File: src/rtl/ccd_timer_pkg.sv
package ccd_timer_pkg;

    typedef enum logic [1:0] {
        SQ_IDLE = 2'd0,
        SQ_PRE  = 2'd1,
        SQ_XFER = 2'd2,
        SQ_POST = 2'd3
    } seq_st_e;

    localparam logic [1:0] REG_DUMMY = 2'd0;
    localparam logic [1:0] REG_OBLK  = 2'd1;
    localparam logic [1:0] REG_INVAL = 2'd2;
    localparam logic [1:0] REG_VALID = 2'd3;

endpackage

File: src/rtl/ccd_line_seq.sv
module ccd_line_seq
    import ccd_timer_pkg::*;
#(
    parameter int PRE_CYC  = 10,
    parameter int TG_CYC   = 150,
    parameter int POST_CYC = 30
) (
    input  logic clk,
    input  logic rst_n,
    input  logic trig,
    input  logic chan_active,
    input  logic bclp_in,
    input  logic shift_in,
    output logic tg,
    output logic start,
    output logic busy,
    output logic ovr,
    output logic bclp_q,
    output logic shift_q
);
    localparam int MAXC = (TG_CYC > PRE_CYC) ? ((TG_CYC > POST_CYC) ? TG_CYC : POST_CYC)
                                            : ((PRE_CYC > POST_CYC) ? PRE_CYC : POST_CYC);
    localparam int CW = $clog2(MAXC + 1);

    typedef struct packed {
        seq_st_e         st;
        logic [CW-1:0]   cnt;
        logic            ovr;
        logic            bclp;
        logic            shift;
    } seq_s;

    seq_s q, d;

    always_comb begin
        d     = q;
        start = 1'b0;
        busy  = (q.st != SQ_IDLE) || chan_active;
        if (trig) begin
            if (busy) begin
                d.ovr = 1'b1;
            end else begin
                d.st    = SQ_PRE;
                d.cnt   = CW'(PRE_CYC - 1);
                d.bclp  = bclp_in;
                d.shift = shift_in;
            end
        end
        case (q.st)
            SQ_PRE: begin
                if (q.cnt == '0) begin
                    d.st  = SQ_XFER;
                    d.cnt = CW'(TG_CYC - 1);
                end else begin
                    d.cnt = q.cnt - 1'b1;
                end
            end
            SQ_XFER: begin
                if (q.cnt == '0) begin
                    d.st  = SQ_POST;
                    d.cnt = CW'(POST_CYC - 1);
                end else begin
                    d.cnt = q.cnt - 1'b1;
                end
            end
            SQ_POST: begin
                if (q.cnt == '0) begin
                    d.st  = SQ_IDLE;
                    start = 1'b1;
                end else begin
                    d.cnt = q.cnt - 1'b1;
                end
            end
            default: ;
        endcase
    end

    always_ff @(posedge clk) begin
        if (!rst_n) begin
            q <= '{st: SQ_IDLE, cnt: '0, ovr: 1'b0, bclp: 1'b0, shift: 1'b0};
        end else begin
            q <= d;
        end
    end

    assign tg      = (q.st == SQ_XFER);
    assign ovr     = q.ovr;
    assign bclp_q  = q.bclp;
    assign shift_q = q.shift;


    tg_busy_chk: assert property (@(posedge clk) disable iff (!rst_n) tg |-> busy);


    ovr_sticky_chk: assert property (@(posedge clk) disable iff (!rst_n) ovr |=> ovr);

endmodule

File: src/rtl/ccd_chan_gen.sv
module ccd_chan_gen
    import ccd_timer_pkg::*;
#(
    parameter int PIX_CYC = 4,
    parameter int NPIX    = 3770,
    parameter int RST_OFS = 1,
    parameter int CLP_OFS = 2,
    parameter int B0      = 16,
    parameter int B1      = 64,
    parameter int B2      = 67,
    parameter int B3      = 3767,
    parameter int DW      = 2
) (
    input  logic          clk,
    input  logic          rst_n,
    input  logic          start,
    input  logic [DW-1:0] lag,
    input  logic          bclp,
    output logic          sh1,
    output logic          sh2,
    output logic          sh_last,
    output logic          rg,
    output logic          cp,
    output logic          vld,
    output logic [1:0]    region,
    output logic          active
);
    localparam int PW   = $clog2(PIX_CYC);
    localparam int XW   = $clog2(NPIX);
    localparam int HALF = PIX_CYC / 2;

    typedef struct packed {
        logic          pend;
        logic          run;
        logic [DW-1:0] dly;
        logic [PW-1:0] ph;
        logic [XW-1:0] pix;
    } ch_s;

    ch_s q, d;

    always_comb begin
        d = q;
        if (q.pend) begin
            if (q.dly == '0) begin
                d.pend = 1'b0;
                d.run  = 1'b1;
                d.ph   = '0;
                d.pix  = '0;
            end else begin
                d.dly = q.dly - 1'b1;
            end
        end
        if (q.run) begin
            if (q.ph == PW'(PIX_CYC - 1)) begin
                d.ph = '0;
                if (q.pix == XW'(NPIX - 1)) d.run = 1'b0;
                else                        d.pix = q.pix + 1'b1;
            end else begin
                d.ph = q.ph + 1'b1;
            end
        end
        if (start) begin
            d.pend = 1'b1;
            d.dly  = lag;
        end
    end

    always_ff @(posedge clk) begin
        if (!rst_n) q <= '0;
        else        q <= d;
    end

    logic first_half;
    assign first_half = q.run && (q.ph < PW'(HALF));
    assign sh2     = first_half;
    assign sh_last = first_half;
    assign sh1     = !first_half;
    assign rg      = q.run && (q.ph == PW'(RST_OFS));
    assign cp      = q.run && bclp && (q.ph == PW'(CLP_OFS));
    assign vld     = q.run && (q.ph == PW'(PIX_CYC - 1));
    assign active  = q.pend || q.run;

    always_comb begin
        if (!q.run)                  region = REG_DUMMY;
        else if (q.pix < XW'(B0))    region = REG_DUMMY;
        else if (q.pix < XW'(B1))    region = REG_OBLK;
        else if (q.pix < XW'(B2))    region = REG_INVAL;
        else if (q.pix < XW'(B3))    region = REG_VALID;
        else                         region = REG_INVAL;
    end


    rg_single_chk: assert property (@(posedge clk) disable iff (!rst_n) rg |=> !rg);


    vld_single_chk: assert property (@(posedge clk) disable iff (!rst_n) vld |=> !vld);

endmodule

File: src/rtl/ccd_line_timer.sv
module ccd_line_timer
    import ccd_timer_pkg::*;
#(
    parameter int PIX_CYC    = 4,
    parameter int RST_OFS    = 1,
    parameter int CLP_OFS    = 2,
    parameter int PRE_CYC    = 10,
    parameter int TG_CYC     = 150,
    parameter int POST_CYC   = 30,
    parameter int CLK_NS     = 10,
    parameter int N_DUMMY    = 32,
    parameter int N_OBLK     = 96,
    parameter int N_INV_HEAD = 6,
    parameter int N_VALID    = 7400,
    parameter int N_INV_TAIL = 6
) (
    input  logic       clk,
    input  logic       rst_n,
    input  logic       line_start,
    input  logic       clamp_per_pixel,
    input  logic       ch2_half_shift,
    output logic       xfer_gate,
    output logic [1:0] sh1,
    output logic [1:0] sh2,
    output logic [1:0] sh_last,
    output logic [1:0] rst_gate,
    output logic [1:0] clamp,
    output logic [1:0] pix_vld,
    output logic [3:0] pix_region,
    output logic       ob_window,
    output logic       busy,
    output logic       overrun
);
    localparam int HALF = PIX_CYC / 2;
    localparam int B0   = N_DUMMY / 2;
    localparam int B1   = B0 + N_OBLK / 2;
    localparam int B2   = B1 + N_INV_HEAD / 2;
    localparam int B3   = B2 + N_VALID / 2;
    localparam int NPIX = B3 + N_INV_TAIL / 2;
    localparam int DW   = $clog2(HALF + 1);

    initial begin
        assert (PIX_CYC >= 4 && RST_OFS < CLP_OFS && CLP_OFS < PIX_CYC - 1)
            else $error("pixel phase parameters out of range");
        assert (TG_CYC * CLK_NS >= 1000 && TG_CYC * CLK_NS <= 10000)
            else $error("transfer gate width out of range");
        assert ((POST_CYC + 1) * CLK_NS >= 200 && (POST_CYC + 1) * CLK_NS <= 10000)
            else $error("post-gate delay out of range");
        assert (((N_DUMMY | N_OBLK | N_INV_HEAD | N_VALID | N_INV_TAIL) % 2) == 0)
            else $error("region counts must be even");
    end

    logic          start, seq_busy_unused, bclp_q, shift_q;
    logic [1:0]    act;
    logic [DW-1:0] lag [2];

    ccd_line_seq #(
        .PRE_CYC(PRE_CYC), .TG_CYC(TG_CYC), .POST_CYC(POST_CYC)
    ) u_seq (
        .clk(clk), .rst_n(rst_n), .trig(line_start), .chan_active(|act),
        .bclp_in(clamp_per_pixel), .shift_in(ch2_half_shift),
        .tg(xfer_gate), .start(start), .busy(busy), .ovr(overrun),
        .bclp_q(bclp_q), .shift_q(shift_q)
    );
    assign seq_busy_unused = 1'b0;

    for (genvar c = 0; c < 2; c++) begin : g_ch
        if (c == 0) begin : g_lead
            assign lag[c] = '0;
        end else begin : g_lag
            assign lag[c] = shift_q ? DW'(HALF) : '0;
        end
        ccd_chan_gen #(
            .PIX_CYC(PIX_CYC), .NPIX(NPIX), .RST_OFS(RST_OFS), .CLP_OFS(CLP_OFS),
            .B0(B0), .B1(B1), .B2(B2), .B3(B3), .DW(DW)
        ) u_ch (
            .clk(clk), .rst_n(rst_n), .start(start), .lag(lag[c]), .bclp(bclp_q),
            .sh1(sh1[c]), .sh2(sh2[c]), .sh_last(sh_last[c]), .rg(rst_gate[c]),
            .cp(clamp[c]), .vld(pix_vld[c]), .region(pix_region[2*c+1:2*c]),
            .active(act[c])
        );
    end

    assign ob_window = (pix_region[1:0] == REG_OBLK);


    gate_quiet_chk: assert property (@(posedge clk) disable iff (!rst_n)
        xfer_gate |-> (rst_gate == 2'b00 && clamp == 2'b00));


    clamp_mode_chk: assert property (@(posedge clk) disable iff (!rst_n)
        (clamp != 2'b00) |-> bclp_q);


    in_phase_chk: assert property (@(posedge clk) disable iff (!rst_n)
        !shift_q |-> (sh1[0] == sh1[1] && rst_gate[0] == rst_gate[1]
                      && clamp[0] == clamp[1] && pix_vld[0] == pix_vld[1]));

endmodule

File: config.mk
export PLATFORM = sky130hd
export DESIGN_NAME = ccd_line_timer
export DESIGN_NICKNAME = d
export VERILOG_FILES = /design/src/rtl/ccd_timer_pkg.sv /design/src/rtl/ccd_line_seq.sv /design/src/rtl/ccd_chan_gen.sv /design/src/rtl/ccd_line_timer.sv
export SDC_FILE = /design/constraint.sdc
export NUM_CORES = 1
export LEC_CHECK = 0
export BUFFER_PORTS_ARGS = -buffer_cell sky130_fd_sc_hd__buf_2
export CAP_MARGIN = 30
export CORE_UTILIZATION = 60
export CTS_BUF_LIST = sky130_fd_sc_hd__clkbuf_8 sky130_fd_sc_hd__clkbuf_16
export DETAILED_ROUTE_END_ITERATION = 10
export PLACE_DENSITY = 0.81
export REMOVE_ABC_BUFFERS = 1
export SYNTH_ARGS = -nofsm -noshare
export SYNTH_HDL_FRONTEND = slang
export SYNTH_SLANG_ARGS = --single-unit
File: constraint.sdc
create_clock -name clk -period 1.8 [get_ports clk]
set_input_delay 0.36 -clock clk [delete_from_list [all_inputs] [get_ports clk]]
set_output_delay 0.36 -clock clk [all_outputs]
set_load 0.1 [all_outputs]
; ---- Yosys cells after proc, flatten, opt, wreduce, memory -nomap -nowiden
; Index checks and enable logic that the tools add are counted.
[totals]
word_cells = 129
in_bits = 5
reg_bits = 49
out_inout_bits = 20
[op_classes]
n_eq_ne = 13
n_bitwise = 3
mux = 49
reduce_logical = 32
n_lt_le_gt_ge = 10
add_sub_neg = 7
[op_table]
columns = op, count
row1 = $mux W14, 4
row2 = $lt A12 B7 Y1 const B, 4
row3 = $mux W12, 4
row4 = $mux W2, 20
row5 = $mux W18, 2
row6 = $pmux W10 S3, 1
row7 = $add A12 B1 Y12 const B, 2
row8 = $eq A12 B12 Y1 const B, 2
row9 = $lt A12 B12 Y1 const B, 2
row10 = $lt A12 B5 Y1 const B, 2
row11 = $mux W8, 3
row12 = $mux W1, 13
row13 = $mux W13, 1
row14 = $eq A2 B2 Y1 const B, 6
row15 = $reduce_and A2 Y1, 6
row16 = $reduce_bool A2 Y1, 6
row17 = $logic_and A1 B1 Y1, 10
row18 = $mux W10, 1
row19 = $eq A2 B1 Y1 const B, 4
row20 = $logic_not A8 Y1, 1
row21 = $sub A8 B1 Y8 const B, 1
row22 = $add A2 B1 Y2 const B, 2
row23 = $logic_not A2 Y1, 2
row24 = $lt A2 B2 Y1 const B, 2
row25 = other kinds (6), 13

; ---- Longest topological paths before layout
[logic_depth]
ltp_word = 7
ltp_mapped = 7
ltp_nobuf = 6

; ---- By module
; A second synthesis with hierarchy kept.
[hier_totals]
hier_cells = 372
hier_area_um2 = 3199.3
[by_module_without_submodules]
columns = module, area_per_inst_um2, instances, seq_area_each_um2, cells_per_inst
row1 = ccd_chan_gen, 1196.1, 2, 360.3, 137
row2 = ccd_line_seq, 790.8, 1, 260.2, 95
row3 = ccd_line_timer, 16.3, 1, 0.0, 3

; ---- Worst setup path before layout
; OpenSTA, ideal clock, no wires.
[synth_path]
path_kind = register to output
start = register g_ch[0].u_ch.q[10] (netlist name)
end = output ob_window
slack_ns = -1.265
required_time_ns = 1.440
path_stages_with_launch = 4
n_path_buf = 0
t_arrival_ns = 2.705
cell_sequence = dfxtp_1 > nor3_1 > nand3_1 > nor3_1
[synth_via]
elab_chain_len = 7
word_cells_on_any_way = 10
[synth_rtl]
columns = element, line
row1 = "start, declared", ccd_chan_gen.sv:40  ; ch_s q, d;
row2 = "start signal, assigned", ccd_chan_gen.sv:70  ; if (!rst_n) q <= '0;
row3 = "start signal, assigned", ccd_chan_gen.sv:71  ; else q <= d;
row4 = $lt A12 B12 Y1, ccd_chan_gen.sv:89  ; else if (q.pix < XW'(B3)) region = REG_VALID;
row5 = $mux W1, ccd_chan_gen.sv:89
row6 = $mux W2, ccd_chan_gen.sv:88  ; else if (q.pix < XW'(B2)) region = REG_INVAL;
row7 = $mux W2, ccd_chan_gen.sv:87  ; else if (q.pix < XW'(B1)) region = REG_OBLK;
row8 = $mux W2 *, ccd_chan_gen.sv:86  ; else if (q.pix < XW'(B0)) region = REG_DUMMY;
row9 = $mux W2 *, ccd_chan_gen.sv:85  ; if (!q.run) region = REG_DUMMY;
row10 = $eq A2 B1 Y1 *, ccd_line_timer.sv:84  ; assign ob_window = (pix_region[1:0] == REG_OBLK);
row11 = "end, declared", ccd_line_timer.sv:30  ; output logic ob_window,
; Mark *: on every way between the ends. The rest lies on a longest branch, timed or not.

; ---- Worst setup path after layout
[layout_path]
start = register g_ch[0].u_ch.q[6] (netlist name)
end = output pix_region[0]
[layout_via]
elab_chain_len = 6
word_cells_on_any_way = 9
[layout_rtl]
columns = element, line
row1 = $lt A12 B12 Y1, ccd_chan_gen.sv:89
row2 = $mux W1, ccd_chan_gen.sv:89
row3 = $mux W2, ccd_chan_gen.sv:88
row4 = $mux W2, ccd_chan_gen.sv:87
row5 = $mux W2 *, ccd_chan_gen.sv:86
row6 = $mux W2 *, ccd_chan_gen.sv:85
row7 = "end, declared", ccd_line_timer.sv:29  ; output logic [3:0] pix_region,
; Marked as above.

==> results.json <==
{
  "yosysSeqAreaShare_pct": 32.5,
  "die_h_um": 73.0,
  "ys_warn_count": 0,
  "final-max-slew-violation-count": 0,
  "power_density_nw_per_um2": 854,
  "syn_area_per_cell_um2": 8.14,
  "cts_tree": "done",
  "rr_endpoint": "g_ch[0].u_ch.q[8]",
  "dieWidth_um": 73.0,
  "ys_seq_elements": 49,
  "final_common_cell": "buf_4",
  "ff2ff_path_depth": 8,
  "post-route-util_pct": 82.3,
  "routabilityCongestion": 0.940,
  "drc": 0,
  "hold-path-endpoint": "u_seq.shift_q",
  "routedWlPerCell_um": 17.4,
  "hold_class": "primary input to flop",
  "antenna_cells": 0,
  "wirelength_mm": 8.53,
  "power.leakage_nw": 1.44,
  "dp_hpwl_mm": 5.35,
  "final_cell_mix": "buf_4, dfxtp_1, nand2_1",
  "async_flop_share_pct": 0,
  "setup_ws_ns": -0.221,
  "max_cap_viol_count": 0,
  "grt_pass1_wl_mm": 12.7,
  "ios": 25,
  "root_buffer": "clkbuf_8",
  "power.total_mw": 3.37,
  "syn_inst": 371,
  "reg2reg_from": "g_ch[0].u_ch.q[0]",
  "core_area_um2": 4790,
  "drtAntennaViolNets": 0,
  "skew_ns": 0.00174,
  "cp-start-kind": "flop",
  "clock.fmax_mhz": 495,
  "drive_gt1_share_pct": 31.0,
  "num_vias": 3131,
  "clkLatencyLatePin_ns": 0.30,
  "cts_inserted_buffers": 5,
  "worstPathRequired_ns": 1.44,
  "critPathKind": "flop to primary output",
  "nNetsFinal": 440,
  "syn-cell-area_um2": 3020,
  "r2r_slack_ns": -0.13,
  "via_per_inst": 6.39,
  "hold_depth": 3,
  "clock_sinks": 49,
  "arrival_ns": 1.66,
  "io_buffers": 24,
  "grt_max_degree": 22,
  "num-fill-cells": 298,
  "yosysUniqueCellTypes": 59,
  "fp-row-count": 25,
  "worst_pin_slew_ns": 0.497,
  "end_kind": "primary output",
  "drt_pass1_iterations": 6,
  "cp_max_fo": 2,
  "min_period_ns": 2.02,
  "synth_flop_cell": "dfxtp_1",
  "grt_usage_pct": 30.9,
  "clk_pin_slew_ns": 0.09,
  "hold_start": "ch2_half_shift",
  "area_growth_pct": 30.4,
  "fin_crit_sh_pct": 112,
  "grt_pass1_vias": 2757,
  "outcome": "finished with violations",
  "rsz0062_at_grt": "yes",
  "die_area_um2": 5320,
  "violations": "negative setup slack",
  "timing.slew.headroom_pct": 66.5,
  "ff_latch_area_um2": 1010,
  "ir_worst_vdd_mv": 1.16,
  "multi_input_area_um2": 1940,
  "setup_viol": 15,
  "cts_max_level": 2,
  "cts_buffer_depth": 2,
  "start_util_pct": 63.1,
  "hold_viol": 0,
  "worst_hold_slack_ns": 0.286,
  "grt_overflow": 0,
  "dr.first_iter.drc_count": 425,
  "synth_edf_count": 0,
  "antenna_found_initial": 0
}
[state kept, by name, summed over array words and instances, names as in the netlist]
name	count
u_seq.shift_q	1
u_seq.bclp_q	1
u_seq.q	10
u_seq.ovr	1
g_ch.u_ch.q	36
[per-layer routing]
metal	wire, um	vias to the layer above	GRT usage, %	share of wire (%)
met4	230	0	9.15	2.7
met1	3390	1463	39.0	40
met2	4190	174	53.0	49
met3	715	31	6.49	8.4
li1	-	1463	-	-
met5	0	-	0	0
[worst max path at each step]
| stage | start | to | depth (start not counted) |
|---|---|---|---|
| floorplan | g_ch[0].u_ch.q[10] | ob_window | 3 |
| global placement | g_ch[0].u_ch.q[0] | pix_region[0] | 6 |
| detailed placement | g_ch[0].u_ch.q[0] | pix_region[0] | 6 |
| CTS | g_ch[0].u_ch.q[6] | pix_region[0] | 5 |
| global route | g_ch[0].u_ch.q[4] | pix_region[0] | 5 |
| finish | g_ch[0].u_ch.q[6] | pix_region[0] | 5 |
[report_power, final]
part / leakage (nW) / switching, mW / internal (mW) / total, mW
logic: 0.981 / 0.841 / 0.486 / 1.33
registers: 0.406 / 0.131 / 1.19 / 1.32
clock network: 0.0542 / 0.371 / 0.348 / 0.719
total: 1.44 / 1.34 / 2.02 / 3.37
[what timing repair did]
item / CTS / global route
hold buffers: 0 / 0
cloned: 0 / 1
setup endpoints to repair: 8 / 28
resized for setup: 31 / 32
buffers inserted: 4 / 5
pin swaps: 3 / 5
[cell families after synthesis]
| logic type | Yosys count | share of synthesized area, % |
|---|---|---|
| AOI/OAI and AO/OA | 86 | 20.5 |
| xor gates and xnor gates | 4 | 1.16 |
| DFF | 49 | 32.5 |
| adders and majority gates | 13 | 5.39 |
| buffers and inverters | 57 | 8.95 |
| and+or+nand+nor | 157 | 29.8 |
| muxes | 5 | 1.74 |
[through the flow]
stage          cell area (um^2)  setup slack, ns  cells  TNS [ns]
2_1_floorplan              2860            -1.26    342    -16.08
3_3_place_gp               3530           0.0512    472         0
3_5_place_dp               3530          0.00956    472         0
4_1_cts                    3770           -0.170    484    -0.309
5_1_grt                    3940           -0.263    490     -1.82
6_report                   3940           -0.221    490     -1.27
[cell type report]
class / count / share of cell area, %
Timing Repair Buffer: 72 / 17.6
Inverter: 28 / 2.79
Tap cell: 67 / 2.13
Sequential cell: 49 / 25.6
Clock buffer: 7 / 2.45
Multi-Input combinational cell: 266 / 49.3
Clock inverter: 1 / 0.127
[Yosys cell counts, types with 3 or more instances]
cell type | instances | share of area, %
a211o_1 | 3 | 0.87
and2_1 | 5 | 1.0
o31ai_1 | 8 | 2.0
a211oi_1 | 3 | 0.75
nand3b_1 | 5 | 1.2
dfxtp_1 | 49 | 32
xnor2_1 | 3 | 0.87
inv_1 | 26 | 3.2
clkbuf_1 | 9 | 1.1
o21a_1 | 6 | 1.5
o221ai_1 | 4 | 1.2
ha_1 | 13 | 5.4
buf_4 | 13 | 3.2
o2111ai_1 | 3 | 0.87
buf_2 | 5 | 0.83
nand2b_1 | 3 | 0.62
and3_1 | 6 | 1.2
nand4_1 | 11 | 2.3
nor4_1 | 9 | 1.9
nor2b_1 | 7 | 1.4
mux2i_1 | 3 | 0.99
o211ai_1 | 8 | 2.0
or3_1 | 9 | 1.9
or4_1 | 5 | 1.2
nand2_1 | 30 | 3.7
nor2_1 | 25 | 3.1
nor3_1 | 13 | 2.2
nand3_1 | 16 | 2.7
a21oi_1 | 20 | 3.3
o21ai_0 | 12 | 2.0
[critical path: stages (launching register included)]
cell     delay, ns
dfxtp_2       0.33
or2_4         0.25
or3_4         0.37
a21oi_2       0.14
nor2_1        0.07
buf_6         0.19
Power figures use the tool's default switching activity.
